[src/rtl/ucu_pkg.sv]
package ucu_pkg;

    localparam int CTLW  = 10;
    localparam int NFLAG = 4;
    localparam int FSW   = $clog2(NFLAG);

    // flag positions
    localparam int FL_Z = 0;
    localparam int FL_N = 1;
    localparam int FL_V = 2;
    localparam int FL_C = 3;

    // control bit positions, high to low
    localparam int B_PC_B1  = 9;
    localparam int B_ONE_B2 = 8;
    localparam int B_MBR_B2 = 7;
    localparam int B_PASS1  = 6;
    localparam int B_ADD    = 5;
    localparam int B_PASS2  = 4;
    localparam int B_LD_PC  = 3;
    localparam int B_LD_IR  = 2;
    localparam int B_LD_MAR = 1;
    localparam int B_RD     = 0;

    // control words
    localparam logic [CTLW-1:0] W_IDLE  = 10'b00000_00000;
    localparam logic [CTLW-1:0] W_T0    = 10'b10010_00011;
    localparam logic [CTLW-1:0] W_T1    = 10'b11001_01000;
    localparam logic [CTLW-1:0] W_T2    = 10'b00100_10100;
    localparam logic [CTLW-1:0] W_MB2PC = 10'b00100_11000;
    localparam logic [CTLW-1:0] W_INC2M = 10'b11001_00010;
    localparam logic [CTLW-1:0] W_PC2M  = 10'b10010_00010;

    // microprogram layout
    localparam int A_FETCH = 0;
    localparam int A_NOP   = 3;
    localparam int A_LDPC  = 4;
    localparam int A_SKZ   = 6;
    localparam int A_SKC   = 9;
    localparam int A_INC2  = 12;
    localparam int A_MAR   = 14;
    localparam int A_LAST  = 14;

    typedef enum logic [1:0] {
        SQ_NEXT  = 2'd0,
        SQ_DISP  = 2'd1,
        SQ_FETCH = 2'd2,
        SQ_SKIP  = 2'd3
    } seq_mode_e;

    typedef enum logic {
        S_BOOT = 1'b0,
        S_RUN  = 1'b1
    } run_state_e;

    typedef struct packed {
        seq_mode_e        mode;
        logic [FSW-1:0]   fsel;
        logic [CTLW-1:0]  ctl;
    } uword_t;

    function automatic uword_t mk_word(seq_mode_e m, logic [FSW-1:0] f,
                                       logic [CTLW-1:0] c);
        uword_t w;
        w.mode = m;
        w.fsel = f;
        w.ctl  = c;
        return w;
    endfunction

endpackage

[src/rtl/ucu_store.sv]
module ucu_store
    import ucu_pkg::*;
#(
    parameter int UAW = 5
) (
    input  logic [UAW-1:0] addr,
    output uword_t         word
);

    localparam logic [FSW-1:0] FZ = FSW'(FL_Z);
    localparam logic [FSW-1:0] FC = FSW'(FL_C);
    localparam logic [FSW-1:0] F0 = '0;

    always_comb begin
        word = mk_word(SQ_FETCH, F0, W_IDLE);
        case (addr)
            UAW'(A_FETCH):     word = mk_word(SQ_NEXT,  F0, W_T0);
            UAW'(A_FETCH + 1): word = mk_word(SQ_NEXT,  F0, W_T1);
            UAW'(A_FETCH + 2): word = mk_word(SQ_DISP,  F0, W_T2);
            UAW'(A_NOP):       word = mk_word(SQ_FETCH, F0, W_IDLE);
            UAW'(A_LDPC):      word = mk_word(SQ_NEXT,  F0, W_T0);
            UAW'(A_LDPC + 1):  word = mk_word(SQ_FETCH, F0, W_MB2PC);
            UAW'(A_SKZ):       word = mk_word(SQ_SKIP,  FZ, W_IDLE);
            UAW'(A_SKZ + 1):   word = mk_word(SQ_FETCH, F0, W_T1);
            UAW'(A_SKZ + 2):   word = mk_word(SQ_FETCH, F0, W_IDLE);
            UAW'(A_SKC):       word = mk_word(SQ_SKIP,  FC, W_IDLE);
            UAW'(A_SKC + 1):   word = mk_word(SQ_FETCH, F0, W_INC2M);
            UAW'(A_SKC + 2):   word = mk_word(SQ_FETCH, F0, W_IDLE);
            UAW'(A_INC2):      word = mk_word(SQ_NEXT,  F0, W_T1);
            UAW'(A_INC2 + 1):  word = mk_word(SQ_FETCH, F0, W_T1);
            UAW'(A_MAR):       word = mk_word(SQ_FETCH, F0, W_PC2M);
            default:           word = mk_word(SQ_FETCH, F0, W_IDLE);
        endcase
    end

endmodule

[src/rtl/ucu_dispatch.sv]
module ucu_dispatch
    import ucu_pkg::*;
#(
    parameter int OPW = 3,
    parameter int UAW = 5
) (
    input  logic [OPW-1:0] opcode,
    output logic [UAW-1:0] target
);

    always_comb begin
        case (opcode)
            OPW'(1):  target = UAW'(A_LDPC);
            OPW'(2):  target = UAW'(A_SKZ);
            OPW'(3):  target = UAW'(A_SKC);
            OPW'(4):  target = UAW'(A_INC2);
            OPW'(5):  target = UAW'(A_MAR);
            default:  target = UAW'(A_NOP);
        endcase
    end

endmodule

[src/rtl/ucu_sequencer.sv]
module ucu_sequencer
    import ucu_pkg::*;
#(
    parameter int UAW = 5
) (
    input  run_state_e       st,
    input  seq_mode_e        mode,
    input  logic [FSW-1:0]   fsel,
    input  logic [UAW-1:0]   upc,
    input  logic [UAW-1:0]   target,
    input  logic [NFLAG-1:0] flags,
    output logic [UAW-1:0]   upc_next
);

    logic [UAW-1:0] step1;
    logic [UAW-1:0] step2;

    assign step1 = upc + UAW'(1);
    assign step2 = upc + UAW'(2);

    always_comb begin
        unique case (st)
            S_BOOT: upc_next = UAW'(A_FETCH);
            S_RUN: begin
                unique case (mode)
                    SQ_NEXT:  upc_next = step1;
                    SQ_DISP:  upc_next = target;
                    SQ_FETCH: upc_next = UAW'(A_FETCH);
                    SQ_SKIP:  upc_next = flags[fsel] ? step2 : step1;
                endcase
            end
        endcase
    end

endmodule

[src/rtl/ucu_ctrl.sv]
module ucu_ctrl
    import ucu_pkg::*;
#(
    parameter int OPW = 3,
    parameter int UAW = 5
) (
    input  logic           clk,
    input  logic           rst_n,
    input  logic [OPW-1:0] opcode,
    input  logic [3:0]     flags,
    output logic           pc_to_bus1,
    output logic           one_to_bus2,
    output logic           mbr_to_bus2,
    output logic           alu_pass1,
    output logic           alu_add,
    output logic           alu_pass2,
    output logic           bus3_to_pc,
    output logic           bus3_to_ir,
    output logic           bus3_to_mar,
    output logic           mem_read
);

    run_state_e     st;
    logic [UAW-1:0] upc;
    logic [UAW-1:0] upc_next;
    logic [UAW-1:0] target;
    uword_t         mib;
    uword_t         rd_word;

    ucu_store #(.UAW(UAW)) store_i (
        .addr (upc_next),
        .word (rd_word)
    );

    ucu_dispatch #(.OPW(OPW), .UAW(UAW)) disp_i (
        .opcode (opcode),
        .target (target)
    );

    ucu_sequencer #(.UAW(UAW)) seq_i (
        .st       (st),
        .mode     (mib.mode),
        .fsel     (mib.fsel),
        .upc      (upc),
        .target   (target),
        .flags    (flags),
        .upc_next (upc_next)
    );

    // state register
    always_ff @(posedge clk or negedge rst_n) begin
        if (!rst_n) begin
            st <= S_BOOT;
        end else begin
            unique case (st)
                S_BOOT: st <= S_RUN;
                S_RUN:  st <= S_RUN;
            endcase
        end
    end

    // micro-address register and microinstruction buffer
    always_ff @(posedge clk or negedge rst_n) begin
        if (!rst_n) begin
            upc <= '0;
            mib <= '0;
        end else begin
            upc <= upc_next;
            mib <= rd_word;
        end
    end

    // outputs: one buffer bit per signal
    always_comb begin
        pc_to_bus1  = mib.ctl[B_PC_B1];
        one_to_bus2 = mib.ctl[B_ONE_B2];
        mbr_to_bus2 = mib.ctl[B_MBR_B2];
        alu_pass1   = mib.ctl[B_PASS1];
        alu_add     = mib.ctl[B_ADD];
        alu_pass2   = mib.ctl[B_PASS2];
        bus3_to_pc  = mib.ctl[B_LD_PC];
        bus3_to_ir  = mib.ctl[B_LD_IR];
        bus3_to_mar = mib.ctl[B_LD_MAR];
        mem_read    = mib.ctl[B_RD];
    end

    AST_BOOT_QUIET: assert property (@(posedge clk) disable iff (!rst_n)
        (st == S_BOOT) |-> (mib.ctl == W_IDLE));

    AST_BOOT_START: assert property (@(posedge clk) disable iff (!rst_n)
        (st == S_BOOT) |=> (upc == UAW'(A_FETCH) && mib.ctl == W_T0));

    AST_FETCH_STEP: assert property (@(posedge clk) disable iff (!rst_n)
        (st == S_RUN && upc == UAW'(A_FETCH)) |=> (upc == UAW'(A_FETCH + 1) && mib.ctl == W_T1));

    AST_FETCH_LAST: assert property (@(posedge clk) disable iff (!rst_n)
        (st == S_RUN && upc == UAW'(A_FETCH + 1)) |=> (upc == UAW'(A_FETCH + 2) && mib.ctl == W_T2));

    AST_DISP_RANGE: assert property (@(posedge clk) disable iff (!rst_n)
        (st == S_RUN && upc == UAW'(A_FETCH + 2)) |=> (upc >= UAW'(A_NOP) && upc <= UAW'(A_LAST)));

    AST_RETURN_FETCH: assert property (@(posedge clk) disable iff (!rst_n)
        (st == S_RUN && mib.mode == SQ_FETCH) |=> (upc == UAW'(A_FETCH) && mib.ctl == W_T0));

    AST_SKIP_STEP: assert property (@(posedge clk) disable iff (!rst_n)
        (st == S_RUN && mib.mode == SQ_SKIP) |=> (upc == $past(upc) + UAW'(1) || upc == $past(upc) + UAW'(2)));

    AST_BUS2_SINGLE: assert property (@(posedge clk) disable iff (!rst_n)
        $onehot0({one_to_bus2, mbr_to_bus2}));

    AST_ALU_SINGLE: assert property (@(posedge clk) disable iff (!rst_n)
        $onehot0({alu_pass1, alu_add, alu_pass2}));

endmodule

[config.mk]
export PLATFORM = sky130hd
export DESIGN_NAME = ucu_ctrl
export DESIGN_NICKNAME = d
export VERILOG_FILES = /design/src/rtl/ucu_pkg.sv /design/src/rtl/ucu_store.sv /design/src/rtl/ucu_dispatch.sv /design/src/rtl/ucu_sequencer.sv /design/src/rtl/ucu_ctrl.sv
export SDC_FILE = /design/constraint.sdc
export NUM_CORES = 1
export LEC_CHECK = 0
export CAP_MARGIN = 0
export CORE_MARGIN = 10
export CORE_UTILIZATION = 25
export DETAILED_ROUTE_END_ITERATION = 10
export DONT_BUFFER_PORTS = 1
export GPL_TIMING_DRIVEN = 1
export PLACE_DENSITY = 0.37
export REMOVE_ABC_BUFFERS = 1
export SLEW_MARGIN = 15
export SYNTH_ARGS = -nofsm -noshare
export SYNTH_HDL_FRONTEND = slang
export SYNTH_SLANG_ARGS = --single-unit
[constraint.sdc]
create_clock -name clk -period 4.55 [get_ports clk]
set_input_delay 1.365 -clock clk [delete_from_list [all_inputs] [get_ports clk]]
set_output_delay 1.365 -clock clk [all_outputs]
set_load 0.02 [all_outputs]
==> qor.yml <==
run_status:
  outcome: "completed"
logic_synthesis:
  synth.top_cell.area_share_pct: 38.5
  yosysWarnings: 0
  synth-async-reset-ratio_pct: 100
  synth_area_mm2: 0.00110
  synth_seq_cells: 17
  synthTopCellsByArea: "dfrtp_1 39%, ha_1 7.9%, mux2i_1 4.5%, nand2_1 4.4%, a21oi_1 3.6%"
  syn_inst: 114
  synth_edf_count: 0
  ys.flop_type: "dfrtp_1"
  synth_area_per_cell_um2: 9.69
  ys_types: 45
  yosysTopAreaCell: "dfrtp_1"
  yosysSeqAreaShare_pct: 38.5
floorplan:
  die_area_mm2: 0.00748
  start_util_pct: 25.5
  dieHeight_um: 86.5
  ioPinCount: 19
  design.core.area_mm2: 0.00432
  die_w_um: 86.5
  rows: 24
worst_setup_path:
  critPathMaxFanout: 7
  crit_path_start: "flags[0]"
  timing.rr.start: "mib[10]"
  crit_required_ps: 4700
  rrSetupSlack_ps: 2060
  worstSetupEndpointType: "flip-flop"
  r2r-end: "mib[13]"
  rr_worst_depth: 7
  arrival_ps: 3270
  critPathKind: "input pin to flip-flop"
  critPathCapture: "mib[13]"
  critPathLaunchType: "input pin"
sta:
  fin_ws_ps: 1430
  slew_headroom_pct: 60.1
  final.setup_skew_ps: 7.09
  final.period_utilization_pct: 68.6
  rsz0062_at_grt: "false"
  hold_ws_ps: 608
  drv_slew: 0
  fin_crit_ps: 3120
  finalSetupTns_ps: 0
  worst_slew_pin_slew_ps: 597
  final_hold_viol_count: 0
  max_freq_mhz: 320
  setup_viol_count_final: 0
placed_design:
  dp_hpwl_mm: 1.91
  placed_area_mm2: 0.00113
  io_buffer_count: 0
  gp_congestion: 0.838
  dp_slack_ps: 1170
grt:
  grt_usage_pct: 7.07
  antenna_found_initial: 0
  grt_pass1_vias: 859
  grt_pass1_wl_mm: 4.28
  grt_start_max_net_pins: 18
  gr-total-overflow: 0
final_layout:
  drive_above_1_share_pct: 7.14
  layout_common_cells: "17 x dfrtp_1, 13 x nand2_1, 8 x a21oi_1, 7 x inv_1, 7 x ha_1"
  n_antenna_cell: 0
  final_common_cell: "dfrtp_1"
  final_area_mm2: 0.00117
  fillerInstances: 464
  syn2layout_area_growth_pct: 6.34
  num-nets-final: 129
route:
  drc: 0
  wl_per_cell_um: 15.3
  num_vias: 807
  drt-vias-per-instance: 4.92
  routed_wl_mm: 2.50
  dr.first_iter.drc_count: 39
  ant_nets: 0
  first_pass_iters: 4
cts:
  cts_tree: "done"
  path_clk_slew_ps: 70
  cts-root-buf: "clkbuf_8"
  cts.path.max_buffers: 2
  post_cts_buffers: 0
  h-tree-depth: 1
  numCtsBuffers: 3
  cts_hold_buffers: 0
  worstSkewPairLatency_ps: 260
  ctsResizeCount: 0
  cts.sink_count: 17
hold_path:
  hp-class: "flip-flop to flip-flop"
power_and_ir_drop:
  irDropWorstVdd_mv: 0.217
  power_density_mw_per_mm2: 558
  power.leakage_nw: 0.503
flow_run:
  drv_cap: 0
[report_power, final]
| group | leakage [nW] | internal (mW) | total [mW] | switching (mW) |
|---|---|---|---|---|
| clock network | 0.0255 | 0.0608 | 0.113 | 0.0519 |
| logic | 0.261 | 0.104 | 0.250 | 0.146 |
| registers | 0.217 | 0.200 | 0.293 | 0.0933 |
| total | 0.503 | 0.365 | 0.656 | 0.291 |
[synthesized netlist by cell type (2+ instances only)]
cell type  number
nand3_1         2
buf_2           2
nor3b_1         2
a21oi_1         8
or2_1           2
a31oi_1         2
inv_1           7
o21ai_0         2
buf_4           2
nand2b_1        4
nand3b_1        2
mux2i_1         5
ha_1            7
o211ai_1        2
nand2_1        13
dfrtp_1        17
nor3_1          3
nor2_1          5
[state kept, by name (all words and copies together), names as in the netlist]
| name | flops |
|---|---|
| upc | 5 |
| mib | 3 |
| alu_pass1 | 1 |
| bus3_to_ir | 1 |
| bus3_to_mar | 1 |
| bus3_to_pc | 1 |
| mbr_to_bus2 | 1 |
| mem_read | 1 |
| one_to_bus2 | 1 |
| pc_to_bus1 | 1 |
| st | 1 |
[kinds of logic after synthesis]
family	Yosys count	synth area share [%]
multiplexers	6	6.57
buffers and inverters	14	6.68
adder cells (fa/ha/maj)	7	7.93
XOR/XNOR	2	1.59
flip-flops	17	38.5
AND/OR/NAND/NOR	40	19.8
AO/OA/AOI/OAI	27	18.6
other	1	0.339
[worst min-delay path by stage]
stage | startpoint | endpoint | slack (ps) | cells past startpoint
after floorplan | upc[4] | upc[4] | 550 | 1
after global placement | upc[4] | upc[4] | 620 | 1
after detailed placement | upc[4] | upc[4] | 610 | 1
after CTS | upc[4] | upc[4] | 620 | 1
after global routing | upc[4] | upc[4] | 640 | 1
final | upc[4] | upc[4] | 610 | 1
[per-stage QoR]
stage                     power, mW  instances  utilization (%)
after CTS                     0.668        164             27.2
after global routing          0.707        164             27.2
after global placement        0.549        160             26.1
final                         0.656        164             27.2
after detailed placement      0.549        160             26.1
after floorplan               0.479        108                -
[cell type report]
type	count	area [um^2]	area share, %
well taps	52	65.1	5.54
inverters	8	32.5	2.77
multi-input cells	83	606	51.5
flip-flops and latches	17	425	36.2
clock inverters	1	5.00	0.426
clock buffers	3	41.3	3.51
[worst max-delay path: stages]
cell	delay [ps]
mux2i_4	260
nor2_1	90
o311ai_1	540
inv_1	230
ha_1	250
or3_1	360
a21o_1	180
[per-layer routing]
metal  track usage, %  vias up  routed length, um
li1                 -      396                  -
met1             8.16      398               1140
met2             11.6        9               1210
met3             2.06        4                114
met4             3.53        0                 38
met5                0        -                  0
Note: power is estimated with default switching activity, not from simulation.
